[src/rtl/arb_pkg.sv]
package arb_pkg;
  typedef enum logic {
    MODE_FIXED  = 1'b0,
    MODE_ROTATE = 1'b1
  } arb_mode_e;
endpackage

[src/rtl/arb_fixed_pick.sv]
module arb_fixed_pick #(
  parameter int N = 3
) (
  input  logic [N-1:0] req_i,
  output logic [N-1:0] pick_o
);
  always_comb begin
    pick_o = '0;
    for (int k = N - 1; k >= 0; k--) begin
      if (req_i[k]) begin
        pick_o    = '0;
        pick_o[k] = 1'b1;
      end
    end
  end
endmodule

[src/rtl/arb_rr_pick.sv]
module arb_rr_pick #(
  parameter int N  = 3,
  parameter int PW = (N > 1) ? $clog2(N) : 1
) (
  input  logic [N-1:0]  req_i,
  input  logic [PW-1:0] ptr_i,
  output logic [N-1:0]  pick_o
);
  always_comb begin
    logic found;
    pick_o = '0;
    found  = 1'b0;
    for (int k = 0; k < N; k++) begin
      int idx;
      idx = (int'(ptr_i) + k) % N;
      if (!found && req_i[idx]) begin
        pick_o[idx] = 1'b1;
        found       = 1'b1;
      end
    end
  end
endmodule

[src/rtl/arb_rr_pointer.sv]
module arb_rr_pointer #(
  parameter int N  = 3,
  parameter int PW = (N > 1) ? $clog2(N) : 1
) (
  input  logic          clk,
  input  logic          rst,
  input  logic          adv_i,
  input  logic [PW-1:0] win_i,
  output logic [PW-1:0] ptr_o
);
  localparam logic [PW-1:0] LAST = PW'(N - 1);

  always_ff @(posedge clk) begin
    if (rst)        ptr_o <= '0;
    else if (adv_i) ptr_o <= (win_i == LAST) ? '0 : win_i + 1'b1;
  end

  // pointer only moves when an ordinary agent wins
  a_r5_ptr_still: assert property (@(posedge clk) disable iff (rst)
    !adv_i |=> $stable(ptr_o));
  a_r5_ptr_range: assert property (@(posedge clk) disable iff (rst)
    ptr_o <= LAST);
endmodule

[src/rtl/hybrid_bus_arbiter.sv]
module hybrid_bus_arbiter #(
  parameter int N_SHARED = 3
) (
  input  logic                clk,
  input  logic                rst,
  input  logic [N_SHARED:0]   req,
  input  logic                xfer_done,
  input  logic                rotate_en,
  output logic [N_SHARED:0]   grant,
  output logic                bus_busy
);
  import arb_pkg::*;

  localparam int NR = N_SHARED + 1;
  localparam int HI = N_SHARED;
  localparam int PW = (N_SHARED > 1) ? $clog2(N_SHARED) : 1;

  logic [NR-1:0]       gnt_q;
  logic                busy_q;
  arb_mode_e           mode_q;
  logic [N_SHARED-1:0] sh_req, fix_pick, rr_pick, sh_pick;
  logic [NR-1:0]       pick;
  logic [PW-1:0]       ptr, win_idx;
  logic                arb_now, adv;

  assign sh_req  = req[N_SHARED-1:0];
  assign arb_now = !busy_q || xfer_done;

  arb_fixed_pick #(.N(N_SHARED)) u_fix (
    .req_i (sh_req),
    .pick_o(fix_pick)
  );

  arb_rr_pick #(.N(N_SHARED), .PW(PW)) u_rr (
    .req_i (sh_req),
    .ptr_i (ptr),
    .pick_o(rr_pick)
  );

  always_comb begin
    sh_pick = rotate_en ? rr_pick : fix_pick;
    pick    = '0;
    if (req[HI]) pick[HI] = 1'b1;
    else         pick[N_SHARED-1:0] = sh_pick;
  end

  always_comb begin
    win_idx = '0;
    for (int k = 0; k < N_SHARED; k++) begin
      if (pick[k]) win_idx = k[PW-1:0];
    end
  end

  assign adv = arb_now && !req[HI] && (|sh_pick);

  arb_rr_pointer #(.N(N_SHARED), .PW(PW)) u_ptr (
    .clk  (clk),
    .rst  (rst),
    .adv_i(adv),
    .win_i(win_idx),
    .ptr_o(ptr)
  );

  always_ff @(posedge clk) begin
    if (rst) begin
      gnt_q  <= '0;
      busy_q <= 1'b0;
      mode_q <= MODE_FIXED;
    end else if (arb_now) begin
      gnt_q  <= pick;
      busy_q <= |pick;
      mode_q <= rotate_en ? MODE_ROTATE : MODE_FIXED;
    end
  end

  assign grant    = gnt_q;
  assign bus_busy = busy_q;

  // grant is one-hot or zero
  a_r7_onehot: assert property (@(posedge clk) disable iff (rst)
    $onehot0(grant));
  // grant held while a transfer is open
  a_r6_hold: assert property (@(posedge clk) disable iff (rst)
    bus_busy && !xfer_done |=> $stable(grant));
  // new grant only to an agent requesting at the boundary
  a_r7_req_only: assert property (@(posedge clk) disable iff (rst)
    (!bus_busy || xfer_done) |=> ((grant & ~$past(req)) == '0));
  // urgent request wins at every boundary
  a_r2_urgent: assert property (@(posedge clk) disable iff (rst)
    (!bus_busy || xfer_done) && req[HI] |=> grant[HI]);
  // latched mode frozen during a held grant
  a_r8_mode_frozen: assert property (@(posedge clk) disable iff (rst)
    bus_busy && !xfer_done |=> $stable(mode_q));
endmodule

[config.mk]
export PLATFORM = sky130hd
export DESIGN_NAME = hybrid_bus_arbiter
export DESIGN_NICKNAME = d
export VERILOG_FILES = /design/src/rtl/arb_pkg.sv /design/src/rtl/arb_fixed_pick.sv /design/src/rtl/arb_rr_pick.sv /design/src/rtl/arb_rr_pointer.sv /design/src/rtl/hybrid_bus_arbiter.sv
export SDC_FILE = /design/constraint.sdc
export NUM_CORES = 1
export LEC_CHECK = 0
export BUFFER_PORTS_ARGS = -buffer_cell sky130_fd_sc_hd__buf_2
export CAP_MARGIN = 20
export CORE_UTILIZATION = 35
export CTS_CLUSTER_SIZE = 12
export DETAILED_ROUTE_END_ITERATION = 10
export PLACE_DENSITY_LB_ADDON = 0.15
export SLEW_MARGIN = 20
export SYNTH_ARGS = -nofsm -noshare
export SYNTH_HDL_FRONTEND = slang
export SYNTH_SLANG_ARGS = --single-unit
[constraint.sdc]
create_clock -name clk -period 5.5 [get_ports clk]
set_clock_uncertainty 0.2 [all_clocks]
set_input_delay 0.55 -clock clk [delete_from_list [all_inputs] [get_ports clk]]
set_output_delay 0.55 -clock clk [all_outputs]
set_load 0.05 [all_outputs]
# [Word level (Yosys, flattened, before mapping)]
# Cells that the tools add are included.
[word_totals] ff_bits=7 latchBits=0 ram_bits=0 romBits=0 in_bits=8 output_inout_bits=5 wordCells=61 memories=0
[op_classes] addsub=3 multipliers=0 div=3 order_cmp=6 eq_ne=1 shifts=0 n_mux=29 bitwise=2 reduce_logical=14
[op_table] operator="$ge 32x1->1 const B" n=3
[op_table] operator="$lt 32x4->1 const B" n=3
[op_table] operator="$mod 32x3->32 const B" n=2
[op_table] operator="$mod 3x3->32 const B" n=1
[op_table] operator="$mux 3" n=8
[op_table] operator="$mux 1" n=13
[op_table] operator="$logic_and 1x1->1" n=7
[op_table] operator="$bmux 1 s2" n=3
[op_table] operator="$demux 1 s2" n=3
[op_table] operator="$or 3x3->3" n=2
[op_table] operator="$logic_not 1->1" n=4
[op_table] operator="$mux 2" n=2
[op_table] operator="$reduce_or 4->1" n=1
[op_table] operator="$add 2x1->3 const B" n=1
[op_table] operator="$add 2x2->3 const B" n=1
[op_table] operator="$reduce_or 3->1" n=1
[op_table] operator="$add 2x1->2 const B" n=1
[op_table] operator="$eq 2x2->1 const B" n=1
[op_table] operator="$logic_or 1x1->1" n=1

# [Depth between registers and ports, before layout]
# Gate-level depths: netlist of run 1.
[logic_depth] ltp_word=17 mapped_depth=9 mapped_depth_nobuf=8

# [By module]
# Synthesis of run 1 repeated with hierarchy kept, for this count alone.
[hier_totals] cells_unflattened=75 hier_area_um2=628.1
[modules_own_cells] module="arb_rr_pick" instances=1 cells_per_inst=35 area_each_um2=265.3
[modules_own_cells] module="hybrid_bus_arbiter" instances=1 cells_per_inst=29 area_each_um2=255.2
[modules_own_cells] module="arb_rr_pointer" instances=1 cells_per_inst=8 area_each_um2=81.3
[modules_own_cells] module="arb_fixed_pick" instances=1 cells_per_inst=3 area_each_um2=26.3

# [Least setup slack after synthesis of run 1]
# Ideal clock, no wire load.
[synth_timing] kind="register to register" startpoint="register u_ptr.ptr_o[0]" endpoint="register u_ptr.ptr_o[1]" setup_time_ps=79 arrival_time_ps=2118 required_time_ps=5221 setup_slack_ps=3103 stages_incl_launch_ff=10 cell_sequence="dfxtp_1 -> inv_1 -> ha_1 -> buf_4 -> and2b_2 -> o21ai_4 -> nand3_1 -> a311o_1 -> or3_4 -> a211oi_2"
[synth_between] elab_chain_cells=17 elab_cells_between_ends=49
[synth_rtl] item="from (decl)" line_no="arb_rr_pointer.sv:9" source="output logic [PW-1:0] ptr_o"
[synth_rtl] item="from (signal assigned)" line_no="arb_rr_pointer.sv:15" source="else if (adv_i) ptr_o <= (win_i == LAST) ? '0 : win_i + 1'b1;"
[synth_rtl] item="branches (longest 10 deep; another with $mod 32x3->32)"
[synth_rtl] item="$mux 3 *" line_no="arb_rr_pick.sv:16" source="if (!found && req_i[idx]) begin"
[synth_rtl] item="$mux 3 *" line_no="hybrid_bus_arbiter.sv:41" source="sh_pick = rotate_en ? rr_pick : fix_pick;"
[synth_rtl] item="$mux 3" line_no="hybrid_bus_arbiter.sv:43" source="if (req[HI]) pick[HI] = 1'b1;"
[synth_rtl] item="$mux 1" line_no="hybrid_bus_arbiter.sv:50" source="if (pick[k]) win_idx = k[PW-1:0];"
[synth_rtl] item="$mux 2" line_no="hybrid_bus_arbiter.sv:50"
[synth_rtl] item="$add 2x1->2 / $eq 2x2->1 (equally long branches)" line_no="arb_rr_pointer.sv:15"
[synth_rtl] item="$mux 2" line_no="arb_rr_pointer.sv:15"
# Every way passes the cells marked *. The select of a mux whose other input is x is not followed.
# A chain may end at the register's enable or synchronous reset.

# [Final worst setup path of run 1]
# Ends and elaborated chain as after synthesis.

==> flow_summary_export.csv, run 1 <==
group,metric,value,unit
outcome,outcome,"completed",
final_layout,diodes,0,
sta,finalHoldViolations,0,
worst_setup_path,r2r_cells,8,
final_layout,register_area,140,µm²
clock_network,cts-root-buf,"clkbuf_4",
final_layout,multiInputGateArea,430,µm²
worst_setup_path,critPathRequiredTime,5.46,ns
yosys,synthFlopType,"dfxtp_1",
global_routing,track_usage,0.143,
die,rows,14,
die,dieHeight,43.2,µm
routing,vias_per_cell,5.81,
die,start_util,0.386,
global_routing,grt_pass1_wl,2040,µm
pwr,clockPowerShare,0.279,
routing,routed_wirelength,1260,µm
pwr,p_switching,0.0000562,W
yosys,syn_area,594,µm²
place,place.gp.congestion,0.773,
clock_network,clock_sink_count,7,
die,coreArea,0.00154,mm²
sta,drv_slew,0,
place,dp_hpwl,984,µm
clock_network,path_clk_slew,0.05,ns
global_routing,grt-ovfl-total,0,
worst_setup_path,max_stage_delay,0.42,ns
yosys,synth_cell_types,37,
worst_setup_path,critical_path_arrival,2.56,ns
clock_network,cts_htree_levels,1,
clock_network,cts_hold_repair.buffers,0,
pwr,powerDensity,235,mW/mm²
sta,tns,0,ns
clock_network,cts_inserted_buffers,3,
yosys,syn_avg_cell_area,8.74,µm²
routing,postRouteAntennaNets,0,
worst_setup_path,worst_setup_path_start_kind,"register",
yosys,synth_edf_count,0,
yosys,postSynthCellCount,68,
clock_network,clk_latency,0.25,ns
routing,dr.pass1.iters,4,
routing,wl_met1,625,µm
sta,fin_crit_sh,0.473,
worst_setup_path,path_delay_family,"compound AO/OA/AOI/OAI gates",
sta,setup_violations,0,
yosys,synth_top_cell_area_share,0.236,
yosys,syn_nets,80,
worst_setup_path,critPathCapture,"u_ptr.ptr_o[1]",
yosys,ys_warn_count,0,
final_layout,final_core_util,0.446,
global_routing,first_global_vias,470,
worst_setup_path,slowest_stage,"ha_1",
pwr,ir_drop,0.140,mV
worst_setup_path,cp.depth,8,
routing,wl_per_cell,12.8,µm
global_routing,antenna_found_initial,0,
routing,wl_met3,55,µm
clock_network,cts_setup_buffers,0,
yosys,ys_ff_latch,7,
sta,maxSlewHeadroom,0.606,
global_routing,grt_max_degree,10,
final_layout,drive_above_1_share,0.280,
final_layout,area_growth,15.8,%
worst_setup_path,worst-path-max-fanout,9,
worst_setup_path,cp-end-kind,"register",
hold_path,hp-class,"register to register",
sta,clock.fmax,385,MHz
worst_setup_path,r2r-end,"u_ptr.ptr_o[1]",
worst_setup_path,critPathBufInv,1,
routing,drtIter0Drc,18,
yosys,synth-seq-area-share,0.236,
routing,drc,0,
clock_network,ctsResizeCount,0,
pwr,p_leak,0.268,nW
pwr,swShare,0.348,
worst_setup_path,timing.rr.start,"u_ptr.ptr_o[0]",
pwr,power.internal,0.000105,W
pwr,p_comb_frac,0.373,
die,ios,13,
yosys,synth_top_cells_by_area,"dfxtp_1 24%, ha_1 8.4%, mux2i_1 5.1%, a21oi_1 3.4%, a311o_1 3.4%",
routing,maxUsedRoutingLayer,"met3",
clock_network,clock_path_buffers,2,
worst_setup_path,crit_chain,"inv_1 > ha_1 > and2b_2 > o21ai_4 > nand3_1 > a311o_1 > or3_4 > a211oi_2",
worst_setup_path,startpoint,"u_ptr.ptr_o[0]",
final_layout,finalNetCount,95,
routing,met2_length,574,µm
die,die_w,43.2,µm
clock_network,tritoncts,"done",
worst_setup_path,reg2reg_slack,2.90,ns
sta,tightest_slew,0.590,ns
place,numPortBuffers,12,
routing,vias,569,
sta,rsz0062_at_grt,"no",
final_layout,fillCellCount,167,
yosys,ys_async_sr_fraction,0,
yosys,synth_top_area_cell,"dfxtp_1",
die,dieArea,0.00187,mm²
pwr,sequentialPowerShare,0.349,
sta,fin_crit,2.60,ns
run,cap_violations,0,
worst_setup_path,critPathKind,"register to register",
-- worst min-delay path by stage --
stage | startpoint | endpoint | slack, ns | depth (start not counted)
finish | grant[2] | grant[2] | 0.26 | 2
global route | grant[1] | grant[1] | 0.28 | 2
CTS | grant[2] | grant[2] | 0.26 | 2
detailed placement | grant[2] | grant[2] | 0.25 | 2
global placement | grant[2] | grant[2] | 0.24 | 2
floorplan | u_ptr.ptr_o[0] | u_ptr.ptr_o[0] | 0.32 | 2
-- metrics by stage --
step | instance area (µm²) | instances | total power, W | hold WS, ns | worst slack, ns
6_report | 688 | 98 | 0.000162 | 0.255 | 2.90
5_1_grt | 688 | 98 | 0.000172 | 0.276 | 2.79
4_1_cts | 688 | 98 | 0.000164 | 0.261 | 2.90
3_5_place_dp | 662 | 94 | 0.000117 | 0.254 | 2.92
3_3_place_gp | 662 | 94 | 0.000117 | 0.242 | 2.95
2_1_floorplan | 594 | 68 | 0.000104 | 0.316 | 3.10
-- power by group through the flow --
| stage | Sequential [W] | Clock [W] | Combinational (W) |
|---|---|---|---|
| CTS | 0.0000563 | 0.0000473 | 0.0000600 |
| finish | 0.0000563 | 0.0000450 | 0.0000602 |
| global route | 0.0000566 | 0.0000492 | 0.0000661 |
| floorplan | 0.0000650 | 0 | 0.0000389 |
| global placement | 0.0000572 | 0 | 0.0000595 |
| detailed placement | 0.0000573 | 0 | 0.0000598 |
-- per-layer routing --
layer,vias up,GRT usage
met5,-,0
li1,288,-
met3,0,0.0638
met2,12,0.203
met4,0,0.0182
met1,269,0.204
-- area by class of cell --
class                   instances  share of cell area
multi-input cells              56               0.625
flip-flops and latches          7               0.204
repair buffers                 12              0.0873
clock buffers                   4              0.0382
well taps                      16              0.0291
inverters                       3              0.0164
-- sequential cells by signal, indices dropped and copies added (netlist names) --
signal / cells
u_ptr.ptr_o: 2
grant: 4
bus_busy: 1
-- synth_stat cells (2+ instances only) --
| library cell | n |
|---|---|
| dfxtp_1 | 7 |
| nor2_1 | 5 |
| a21oi_1 | 4 |
| ha_1 | 4 |
| nand2_1 | 4 |
| inv_1 | 3 |
| mux2i_1 | 3 |
| nand2b_1 | 3 |
| nor2b_1 | 3 |
| nor3_1 | 3 |
| a311o_1 | 2 |
| nand3_1 | 2 |
-- layout by cell type, fill, tap and decap left out, drive strengths merged, types with 2 or more instances in the layout --
| master | netlist | final |
|---|---|---|
| a311o | 2 | 2 |
| buf | 2 | 12 |
| nand2b | 3 | 3 |
| nand3 | 2 | 2 |
| nand2 | 4 | 4 |
| nor2b | 4 | 4 |
| dfxtp | 7 | 7 |
| o21ai | 2 | 2 |
| and2b | 2 | 2 |
| inv | 3 | 3 |
| mux2i | 3 | 3 |
| a21oi | 4 | 4 |
| nor3 | 3 | 3 |
| nor2 | 5 | 5 |
| clkbuf | 0 | 4 |
| ha | 4 | 4 |
-- logic make-up (layout without fill, tap and decap cells) --
family	after synthesis	count (layout)	share of synthesized area
AOI/OAI and AO/OA	18	18	0.257
adders and majority gates	4	4	0.0842
DFF	7	7	0.236
muxes	4	4	0.0758
and+or+nand+nor	30	30	0.307
buffers and inverters	5	19	0.0400
-- worst register-to-register path, cell delays in order (launching register included) --
cell	delay [ns]
dfxtp_1	0.37
inv_1	0.08
ha_1	0.42
and2b_2	0.27
o21ai_4	0.15
nand3_1	0.09
a311o_1	0.40
or3_4	0.36
a211oi_2	0.19
(Power assumes the default switching activity.)
==> run 2, diff against run 1 <==
- clock period: 5.5 -> 2.3 ns (I/O delays scaled with it)
==> flow_summary_export.csv, run 2 (synthesis gave the netlist of run 1 again) <==
group,metric,value,unit
outcome,outcome,"completed",
die,dieArea,0.00187,mm²
routing,wl_met3,61,µm
final_layout,finalNetCount,108,
sta,finalWorstSetupSlack,0.00185,ns
worst_setup_path,worst_setup_path_start_kind,"register",
clock_network,cts_htree_levels,1,
pwr,sequentialPowerShare,0.304,
global_routing,antenna_found_initial,0,
worst_setup_path,cp-end-kind,"register",
sta,maxSlewHeadroom,0.695,
pwr,clockPowerShare,0.251,
pwr,powerDensity,520,mW/mm²
final_layout,largest_register_ffs,4,
final_layout,final_common_cell,"buf_4",
global_routing,grt-ovfl-total,0,
die,dieHeight,43.2,µm
worst_setup_path,worst-path-max-fanout,5,
routing,wl_per_cell,13.7,µm
global_routing,grt_pass1_wl,2230,µm
final_layout,fin_area,865,µm²
hold_path,worstHoldStart,"rst",
sta,drv_slew,0,
global_routing,grt_max_degree,8,
worst_setup_path,critPathRequiredTime,2.27,ns
final_layout,diodes,0,
sta,fin_crit_sh,0.999,
worst_setup_path,reg2reg_slack,0.002,ns
routing,dr.pass1.iters,3,
die,start_util,0.386,
pwr,swShare,0.353,
clock_network,path_clk_slew,0.05,ns
die,coreArea,0.00154,mm²
routing,vias_per_cell,5.59,
worst_setup_path,timing.rr.start,"u_ptr.ptr_o[1]",
die,ios,13,
sta,setup_violations,0,
routing,drtIter0Drc,11,
place,dp_hpwl,1040,µm
place,place.gp.congestion,0.763,
die,die_w,43.2,µm
final_layout,drive_above_1_share,0.516,
routing,met2_length,738,µm
sta,clock.fmax,435,MHz
pwr,p_comb_frac,0.445,
place,place_ws,-0.0372,ns
pwr,ir_drop,0.363,mV
routing,vias,620,
worst_setup_path,startpoint,"u_ptr.ptr_o[1]",
pwr,p_total,0.000450,W
worst_setup_path,crit_chain,"inv_2 > ha_4 > mux2_4 > nor3b_2 > nand3_1 > a311o_1 > or3_4 > a211oi_2",
sta,tns,0,ns
routing,postRouteAntennaNets,0,
routing,drc,0,
sta,rsz0062_at_grt,"yes",
routing,wl_met1,694,µm
die,rows,14,
clock_network,clk_latency,0.25,ns
sta,tightest_slew,0.456,ns
final_layout,mostFrequentLayoutCells,"13 x buf_4, 12 x buf_2, 5 x nor2_1, 5 x dfxtp_1, 4 x nand2_1",
routing,routed_wirelength,1520,µm
pwr,p_leak,0.340,nW
final_layout,area_growth,45.5,%
sta,fin_crit,2.30,ns
place,numPortBuffers,12,
routing,maxUsedRoutingLayer,"met4",
clock_network,cts_inserted_buffers,3,
global_routing,first_global_vias,541,
place,place_area,738,µm²
clock_network,tritoncts,"done",
run,cap_violations,0,
worst_setup_path,critical_path_arrival,2.27,ns
clock_network,clock_path_buffers,2,
worst_setup_path,slowest_stage,"dfxtp_4",
clock_network,cts-root-buf,"clkbuf_4",
worst_setup_path,critPathKind,"register to register",
hold_path,hp-class,"input pin to register",
clock_network,cts_hold_repair.buffers,0,
global_routing,track_usage,0.161,
clock_network,clock_sink_count,7,
pwr,p_switching,0.000159,W
pwr,power.internal,0.000291,W
worst_setup_path,max_stage_delay,0.38,ns
sta,finalHoldViolations,0,
[run 2: changes by cell type in the layout (fill, tap and decap cells not counted), sizes merged]
cell,before,now
buf,12,25
[run 2: final timing paths]
check	endpoint	cells past startpoint
worst max-delay path	u_ptr.ptr_o[1]	8
worst min register to register	grant[1]	2
worst max register to register	u_ptr.ptr_o[1]	8
worst min-delay path	u_ptr.ptr_o[0]	2
[run 2: stage by stage]
step | instances | utilization | hold WS [ns]
final | 111 | 0.561 | 0.0369
after global routing | 111 | 0.561 | 0.0418
after CTS | 108 | 0.513 | 0.0269
after detailed placement | 104 | 0.479 | 0.245
after global placement | 104 | 0.479 | 0.244
after floorplan | 68 | - | 0.0991
[run 2: worst max-delay path, delay by kind of cell, from the launching register on]
family,cells,cell delay [ns]
buffers and inverters,1,0.06
adders and majority gates,1,0.17
and+or+nand+nor,3,0.63
AOI/OAI and AO/OA,2,0.47
muxes,1,0.31
DFF,1,0.38
[run 2: area by class of cell]
type / instances / area, µm²
Fill cell: 144 / 677
Inverter: 3 / 11.3
Sequential cell: 7 / 148
Multi-Input combinational cell: 56 / 502
Tap cell: 16 / 20.0
Clock buffer: 4 / 26.3
Timing Repair Buffer: 25 / 158
[run 2: power groups by stage]
stage | Sequential [W] | Clock (W) | Combinational [W]
floorplan | 0.000156 | 0 | 0.0000930
global route | 0.000138 | 0.000123 | 0.000215
detailed placement | 0.000138 | 0 | 0.000168
CTS | 0.000137 | 0.000115 | 0.000176
global placement | 0.000137 | 0 | 0.000169
finish | 0.000137 | 0.000113 | 0.000200
[run 2: what timing repair did]
| item | 4_1_cts | 5_1_grt |
|---|---|---|
| setup endpoints to repair | 2 | 5 |
| gates resized for setup | 5 | 12 |
| pin swaps | 0 | 9 |
| buffers inserted | 0 | 3 |
[run 2: routing by layer]
layer	track usage	up-vias
li1	-	316
met1	0.189	291
met2	0.257	11
met3	0.0723	2
met4	0.0545	0
met5	0	-
==> run 3, diff against run 2 <==
- SETUP_SLACK_MARGIN: unset -> 0.1
==> flow_summary_export.csv, run 3 (synthesis gave the netlist of run 1 again) <==
group,metric,value,unit
worst_setup_path,worst_setup_path_start_kind,"register",
clock_network,clock_path_buffers,2,
pwr,p_total,0.000466,W
final_layout,drive_above_1_share,0.537,
final_layout,largest_register_ffs,4,
final_layout,fin_area,891,µm²
pwr,power.internal,0.000296,W
worst_setup_path,timing.rr.start,"u_ptr.ptr_o[0]",
die,ios,13,
global_routing,grtUsageMet2,0.284,
sta,finalHoldViolations,0,
outcome,outcome,"finished, violations left",
die,die_w,43.2,µm
clock_network,clock_sink_count,7,
place,place_area,733,µm²
hold_path,hp-class,"input pin to register",
clock_network,cts-root-buf,"clkbuf_4",
die,dieArea,0.00187,mm²
routing,routed_wirelength,1600,µm
global_routing,met3_usage,0.0511,
pwr,swShare,0.364,
pwr,powerDensity,523,mW/mm²
place,numPortBuffers,12,
pwr,p_switching,0.000169,W
die,start_util,0.386,
global_routing,track_usage,0.192,
pwr,clockPowerShare,0.254,
routing,dr.pass1.iters,4,
clock_network,cts_hold_repair.buffers,0,
routing,drc,0,
sta,rsz0062_at_grt,"yes",
sta,finalWorstSetupSlack,-0.0498,ns
routing,vias,608,
final_layout,area_growth,49.9,%
worst_setup_path,worst-path-max-fanout,5,
place,place.gp.congestion,0.779,
place,dp_hpwl,1060,µm
outcome,violations,"negative setup slack",
worst_setup_path,critical_path_arrival,2.30,ns
sta,tightest_slew,0.683,ns
pwr,sequentialPowerShare,0.294,
place,dp_cells,103,
pwr,ir_drop,0.277,mV
routing,drtIter0Drc,19,
worst_setup_path,startpoint,"u_ptr.ptr_o[0]",
clock_network,clk_latency,0.26,ns
global_routing,antenna_found_initial,0,
sta,fin_crit,2.35,ns
clock_network,cts_inserted_buffers,3,
worst_setup_path,critPathRequiredTime,2.25,ns
sta,tns,-0.0712,ns
sta,fin_crit_sh,1.02,
routing,wl_per_cell,14.4,µm
global_routing,grt-ovfl-total,0,
run,cap_violations,0,
sta,clock.fmax,426,MHz
die,coreArea,0.00154,mm²
global_routing,grt_max_degree,10,
worst_setup_path,critPathKind,"register to register",
global_routing,use_met1,0.272,
die,dieHeight,43.2,µm
sta,setup_violations,2,
global_routing,grt.busiest_layer,"met2",
sta,maxSlewHeadroom,0.544,
global_routing,grt_pass1_wl,2620,µm
routing,vias_per_cell,5.48,
clock_network,cts_htree_levels,1,
worst_setup_path,cp-end-kind,"register",
hold_path,worstHoldStart,"rst",
pwr,p_leak,0.357,nW
final_layout,finalNetCount,108,
clock_network,tritoncts,"done",
sta,drv_slew,0,
pwr,p_comb_frac,0.452,
global_routing,first_global_vias,557,
clock_network,path_clk_slew,0.06,ns
final_layout,diodes,0,
die,rows,14,
final_layout,instances_no_fill,111,
routing,postRouteAntennaNets,0,
final_layout,mostFrequentLayoutCells,"12 x buf_2, 12 x buf_4, 5 x nor2_1, 5 x dfxtp_1, 4 x nand2_1",
## run 3: cell counts in the layout (fill, tap and decap cells not counted)
Identical to the previous run, type by type.
## run 3: metal layers
layer | up-vias | wire length [µm]
met3 | 2 | 77
met2 | 17 | 756
li1 | 311 | -
met5 | - | 0
met1 | 278 | 756
met4 | 0 | 11
## run 3: layout make-up
cell class	instances	area [µm²]
Tap cell	16	20.0
Sequential cell	7	148
Multi-Input combinational cell	56	519
Timing Repair Buffer	25	161
Clock buffer	4	26.3
Fill cell	142	651
Inverter	3	16.3
## run 3: critical path: stages (launching register included)
cell	delay, ns
dfxtp_4	0.38
inv_4	0.04
ha_4	0.17
mux2i_4	0.19
or2_1	0.24
buf_4	0.14
a32o_2	0.28
a221oi_4	0.29
buf_4	0.16
nand2b_4	0.11
a21oi_2	0.05
## run 3: power groups by stage
stage | sequential (W) | clock [W] | combinational, W
after CTS | 0.000137 | 0.000121 | 0.000192
after detailed placement | 0.000137 | 0 | 0.000166
after floorplan | 0.000156 | 0 | 0.0000959
after global routing | 0.000138 | 0.000126 | 0.000225
final | 0.000137 | 0.000118 | 0.000210
after global placement | 0.000137 | 0 | 0.000170
## run 3: timing repair
| item | 4_1_cts | 5_1_grt |
|---|---|---|
| buffers inserted | 3 | 1 |
| pin swaps | 6 | 0 |
| hold endpoints to repair | 0 | 0 |
| endpoints found under the setup margin | 4 | 5 |
| gates resized for setup | 16 | 6 |
## run 3: worst paths after layout
check	to	cells past startpoint	slack (ns)
worst min-delay path	grant[2]	2	0.02
worst max register to register	grant[2]	10	-0.05
worst max-delay path	grant[2]	10	-0.05
worst min register to register	grant[1]	2	0.26
## run 3: stage by stage
stage | setup slack [ns] | util | hold slack (ns)
finish | -0.0498 | 0.578 | 0.0176
global route | -0.137 | 0.578 | 0.0320
CTS | -0.00769 | 0.549 | 0.0257
detailed placement | -0.0874 | 0.476 | 0.252
global placement | -0.102 | 0.476 | 0.243
floorplan | 0.0495 | - | 0.0991
